### src/rtl/fpi_pkg.sv
package fpi_pkg;

    // How the front end moves on a given clock edge.
    typedef enum logic [1:0] {
        ADV_STEP = 2'd0,  // load fetched pair, step PC by one pair
        ADV_HOLD = 2'd1,  // stall: keep everything
        ADV_JUMP = 2'd2   // redirect: flush and load target PC
    } adv_e;

    localparam int unsigned WORD_BYTES = 4;
    localparam int unsigned WORD_OFF_W = 2;

endpackage

### src/rtl/fpi_adv_ctl.sv
module fpi_adv_ctl
    import fpi_pkg::*;
(
    input  logic stall,
    input  logic redirect_valid,
    output adv_e adv
);

    // Redirect outranks stall: a wrong path must never be frozen in place.
    always_comb begin
        if (redirect_valid) begin
            adv = ADV_JUMP;
        end else if (stall) begin
            adv = ADV_HOLD;
        end else begin
            adv = ADV_STEP;
        end
    end

endmodule

### src/rtl/fpi_pc_gen.sv
module fpi_pc_gen
    import fpi_pkg::*;
#(
    parameter int unsigned ADDR_W = 32,
    parameter int unsigned LANES  = 2,
    localparam int unsigned PAIR_BYTES = LANES * WORD_BYTES,
    localparam int unsigned OFF_W      = $clog2(PAIR_BYTES),
    localparam int unsigned IDX_W      = $clog2(LANES)
) (
    input  logic              clk,
    input  logic              rst_n,
    input  adv_e              adv,
    input  logic [ADDR_W-1:0] redirect_pc,
    output logic [ADDR_W-1:0] base_addr,
    output logic [IDX_W-1:0]  start_idx
);

    typedef struct packed {
        logic [ADDR_W-1:0] pc;
    } pc_state_t;

    pc_state_t st_d, st_q;

    logic [ADDR_W-1:0] base_w;

    always_comb begin
        base_w = {st_q.pc[ADDR_W-1:OFF_W], {OFF_W{1'b0}}};
        st_d   = st_q;
        unique case (adv)
            ADV_STEP: st_d.pc = base_w + ADDR_W'(PAIR_BYTES);
            ADV_JUMP: st_d.pc = {redirect_pc[ADDR_W-1:WORD_OFF_W], {WORD_OFF_W{1'b0}}};
            default:  st_d.pc = st_q.pc;
        endcase
    end

    always_ff @(posedge clk) begin
        if (!rst_n) begin
            st_q <= '0;
        end else begin
            st_q <= st_d;
        end
    end

    assign base_addr = base_w;
    assign start_idx = st_q.pc[OFF_W-1:WORD_OFF_W];

endmodule

### src/rtl/fpi_lane_slot.sv
module fpi_lane_slot
    import fpi_pkg::*;
#(
    parameter int unsigned ADDR_W   = 32,
    parameter int unsigned INSTR_W  = 32,
    parameter int unsigned LANES    = 2,
    parameter int unsigned LANE_IDX = 0,
    localparam int unsigned IDX_W   = $clog2(LANES)
) (
    input  logic               clk,
    input  logic               rst_n,
    input  adv_e               adv,
    input  logic [ADDR_W-1:0]  base_addr,
    input  logic [IDX_W-1:0]   start_idx,
    input  logic [INSTR_W-1:0] fetch_word,
    output logic               slot_valid,
    output logic [ADDR_W-1:0]  slot_pc,
    output logic [INSTR_W-1:0] slot_instr
);

    localparam logic [IDX_W-1:0]  MY_IDX = IDX_W'(LANE_IDX);
    localparam logic [ADDR_W-1:0] MY_OFF = ADDR_W'(LANE_IDX * WORD_BYTES);

    typedef struct packed {
        logic               valid;
        logic [ADDR_W-1:0]  pc;
        logic [INSTR_W-1:0] instr;
    } slot_t;

    slot_t sl_d, sl_q;

    always_comb begin
        sl_d = sl_q;
        unique case (adv)
            ADV_STEP: begin
                // A lane below the entry word of the pair carries a bubble.
                sl_d.valid = (MY_IDX >= start_idx);
                sl_d.pc    = base_addr + MY_OFF;
                sl_d.instr = fetch_word;
            end
            ADV_JUMP: sl_d.valid = 1'b0;
            default:  sl_d = sl_q;
        endcase
    end

    always_ff @(posedge clk) begin
        if (!rst_n) begin
            sl_q <= '0;
        end else begin
            sl_q <= sl_d;
        end
    end

    assign slot_valid = sl_q.valid;
    assign slot_pc    = sl_q.pc;
    assign slot_instr = sl_q.instr;

endmodule

### src/rtl/fetch_pair_issue.sv
module fetch_pair_issue
    import fpi_pkg::*;
#(
    parameter int unsigned ADDR_W  = 32,
    parameter int unsigned INSTR_W = 32,
    parameter int unsigned LANES   = 2,
    localparam int unsigned IDX_W  = $clog2(LANES)
) (
    input  logic                       clk,
    input  logic                       rst_n,
    input  logic                       stall,
    input  logic                       redirect_valid,
    input  logic [ADDR_W-1:0]          redirect_pc,
    output logic [ADDR_W-1:0]          imem_addr,
    input  logic [LANES*INSTR_W-1:0]   imem_rdata,
    output logic [LANES-1:0]           dec_valid,
    output logic [LANES*ADDR_W-1:0]    dec_pc,
    output logic [LANES*INSTR_W-1:0]   dec_instr
);

    adv_e              adv;
    logic [ADDR_W-1:0] base_addr;
    logic [IDX_W-1:0]  start_idx;

    fpi_adv_ctl u_adv (
        .stall          (stall),
        .redirect_valid (redirect_valid),
        .adv            (adv)
    );

    fpi_pc_gen #(
        .ADDR_W (ADDR_W),
        .LANES  (LANES)
    ) u_pc (
        .clk         (clk),
        .rst_n       (rst_n),
        .adv         (adv),
        .redirect_pc (redirect_pc),
        .base_addr   (base_addr),
        .start_idx   (start_idx)
    );

    for (genvar g = 0; g < LANES; g++) begin : g_lane
        fpi_lane_slot #(
            .ADDR_W   (ADDR_W),
            .INSTR_W  (INSTR_W),
            .LANES    (LANES),
            .LANE_IDX (g)
        ) u_slot (
            .clk        (clk),
            .rst_n      (rst_n),
            .adv        (adv),
            .base_addr  (base_addr),
            .start_idx  (start_idx),
            .fetch_word (imem_rdata[g*INSTR_W +: INSTR_W]),
            .slot_valid (dec_valid[g]),
            .slot_pc    (dec_pc[g*ADDR_W +: ADDR_W]),
            .slot_instr (dec_instr[g*INSTR_W +: INSTR_W])
        );
    end

    assign imem_addr = base_addr;

endmodule

### config.mk
export PLATFORM = sky130hd
export DESIGN_NAME = fetch_pair_issue
export DESIGN_NICKNAME = d
export VERILOG_FILES = /design/src/rtl/fpi_pkg.sv /design/src/rtl/fpi_adv_ctl.sv /design/src/rtl/fpi_pc_gen.sv /design/src/rtl/fpi_lane_slot.sv /design/src/rtl/fetch_pair_issue.sv
export SDC_FILE = /design/constraint.sdc
export NUM_CORES = 1
export LEC_CHECK = 0
export BUFFER_PORTS_ARGS = -buffer_cell sky130_fd_sc_hd__buf_2
export CAP_MARGIN = 20
export CORE_MARGIN = 2
export CORE_UTILIZATION = 51
export CTS_BUF_LIST = sky130_fd_sc_hd__clkbuf_4 sky130_fd_sc_hd__clkbuf_8
export DETAILED_ROUTE_END_ITERATION = 12
export PLACE_DENSITY = 0.95
export SLEW_MARGIN = 20
export SYNTH_ARGS = -nofsm -noshare
export SYNTH_HDL_FRONTEND = slang
export SYNTH_SLANG_ARGS = --single-unit
export TNS_END_PERCENT = 5
### constraint.sdc
create_clock -name clk -period 4.59 [get_ports clk]
set_input_delay 0.6885 -clock clk [delete_from_list [all_inputs] [get_ports clk]]
set_output_delay 0.6885 -clock clk [all_outputs]
set_load 0.02 [all_outputs]
==> impl_metrics.json <==
{
  "drtIter0Drc": 312,
  "die_area_sq_um": 11400,
  "synth.most_common_cell": "nand2_1",
  "ys_seq_area_share_pct": 46.7,
  "min_to": "g_lane[1].u_slot.slot_instr[10]",
  "cts_buffer_depth": 2,
  "routed_wl_um": 15300,
  "initial_core_util_pct": 52.3,
  "post-place-ws_ps": 1930,
  "leakagePower_nw": 3.14,
  "period_minus_slack_ps": 2260,
  "worst_ir_drop_vdd_v": 0.000217,
  "ys_ff_latch": 126,
  "cp-start-kind": "input port",
  "r2r-end": "u_pc.st_q[27]",
  "grt_overflow_total": 0,
  "path_clk_slew_ps": 70,
  "diodes": 0,
  "num-nets-final": 969,
  "synthToLayoutAreaGrowth_pct": 26.1,
  "cp.required_ps": 4910,
  "cts_buffers": 17,
  "gp_congestion": 0.886,
  "arrival_ps": 2580,
  "wire_per_inst_um": 15.0,
  "cts_setup_buffers": 0,
  "cp_max_fo": 94,
  "yosysTopAreaCell": "dfxtp_1",
  "hp-class": "reg -> reg",
  "clock_sinks": 126,
  "yosysWarnings": 0,
  "io_pins": 262,
  "power_density_nw_per_um2": 370,
  "reg2regPathDepth": 5,
  "status": "finished clean",
  "worstHoldStart": "g_lane[1].u_slot.slot_instr[10]",
  "antenna_found_initial": 0,
  "final_util_pct": 66.0,
  "grt_max_degree": 95,
  "worst_r2r_startpoint": "u_pc.st_q[3]",
  "synth.area.top_cells": "dfxtp_1 (47%), nand2_1 (14%), a21oi_1 (7.5%), buf_4 (5.6%), a21boi_0 (2.5%)",
  "slew_headroom_pct": 31.7,
  "tritoncts": "yes",
  "netlist_instances": 672,
  "synth_edf_count": 0,
  "worst_pin_slew_ps": 1020,
  "syn-cell-area_sq_um": 5400,
  "io_buffers": 251,
  "cts_root_buf": "clkbuf_8",
  "drive_gt1_share_pct": 33.9,
  "yosysUniqueCellTypes": 55,
  "die_x_um": 107,
  "synth_top_area_share_pct": 46.7,
  "worstSetupPathType": "in -> reg",
  "fin_worst_skew_ps": 13.2,
  "die_height_um": 107,
  "final.setup.tns_ps": 0,
  "first_global_vias": 4902,
  "vias": 5324,
  "finalMaxSlewViolations": 0,
  "rsz0062_at_grt": "false",
  "avgSynthCellArea_sq_um": 8.04,
  "ctsHoldBuffers": 0,
  "synth_common_cells": "nand2_1 (205), dfxtp_1 (126), a21oi_1 (81)",
  "fill_cells": 888,
  "postRouteAntennaNets": 0,
  "post-route-period-util_pct": 49.2,
  "core_area_sq_um": 10300,
  "fmax_mhz": 443,
  "postCtsResizedCells": 0,
  "finalHoldViolCount": 0,
  "h-tree-depth": 4,
  "fin_ws_ps": 2330,
  "grt_pass1_wl_um": 23700,
  "worstSkewPairLatency_ps": 420,
  "worstHoldPathCells": 2,
  "worst-r2r-setup-slack_ps": 2430,
  "hold_ws_ps": 452,
  "ys.flop_type": "dfxtp_1",
  "dr.pass1.iters": 6,
  "crit_path_end_kind": "register",
  "rows": 37,
  "synthArstFlopShare_pct": 0,
  "dp_hpwl_um": 10700,
  "viasPerCell": 5.24,
  "drv_cap": 0,
  "setup_violations": 0,
  "drc": 0,
  "grt_usage_pct": 26.2
}
[final cells by class]
cell class	instances	area, sq um	area share, %
sequential	126	2520	37.0
multi-input combinational	460	2390	35.1
timing repair buffer	254	1280	18.8
clock buffer	19	262	3.84
tap	136	170	2.50
clock inverter	13	154	2.26
inverter	9	33.8	0.496
[logic make-up after synthesis]
family / after synthesis / synth area share [%]
other: 1 / 0.0694
flip-flops: 126 / 46.7
AND/OR/NAND/NOR: 285 / 24.5
adder cells (fa/ha/maj): 1 / 0.231
buffers and inverters: 93 / 9.72
XOR/XNOR: 10 / 1.62
multiplexers: 1 / 0.185
AO/OA/AOI/OAI: 155 / 17.0
[power by group]
part | total [W] | switching [W] | internal (W) | leakage, nW
combinational | 0.000322 | 0.000206 | 0.000116 | 1.91
sequential | 0.00120 | 0.0000513 | 0.00114 | 1.03
clock | 0.00100 | 0.000474 | 0.000525 | 0.198
total | 0.00252 | 0.000731 | 0.00179 | 3.14
[how the worst max path moves through the flow]
stage / start / end / slack (ps)
after floorplan: stall / u_pc.st_q[29] / 2710
after global placement: redirect_valid / u_pc.st_q[30] / 1970
after detailed placement: redirect_valid / g_lane[1].u_slot.slot_instr[2] / 1930
after CTS: redirect_valid / g_lane[1].u_slot.slot_instr[16] / 2400
after global routing: redirect_valid / g_lane[0].u_slot.slot_instr[12] / 2170
final: redirect_valid / g_lane[1].u_slot.slot_instr[16] / 2330
[state kept, by name (all words and copies together) (netlist names)]
register,cells
u_pc.st_q,30
g_lane.u_slot.slot_instr,64
g_lane.u_slot.slot_pc,30
g_lane.u_slot.slot_valid,2
[through the flow]
step                      power [W]  instances  instance area (sq um)
after global placement      0.00153        985                   6400
after detailed placement    0.00154        985                   6400
after CTS                   0.00253       1017                   6810
final                       0.00252       1017                   6810
after floorplan             0.00142        679                   5430
after global routing        0.00262       1017                   6810
[per-layer routing]
layer,GRT usage [%],part of all wire (%),vias up
li1,-,-,2611
met1,32.7,41,2436
met2,44.3,50,259
met3,7.48,8.3,18
met4,7.51,1.0,0
met5,0,0,-
[cell usage in the layout (no fill, tap or decap), drive strengths merged, types with 2 or more instances in the layout]
cell type,n
nor2b,2
nand4,9
conb,8
o31a,3
nor3b,4
o211a,3
or4,6
or3,2
and3,3
xor2,4
o31ai,6
and2,7
a31oi,10
a21boi,18
clkbuf,19
o311a,3
buf,254
xnor2,6
and4,8
clkinvlp,4
a21oi,81
nor2,8
nor4b,3
a211o,2
inv,15
dfxtp,126
o21ai,24
bufinv,2
nor4,3
nand2,205
nand2b,7
nand3,11
[worst max-delay path, stage by stage]
cell     delay (ps)
buf_2           560
or2_4           880
nand2_1         110
a21oi_1         240
No activity file was read; power rests on OpenSTA's default activity.
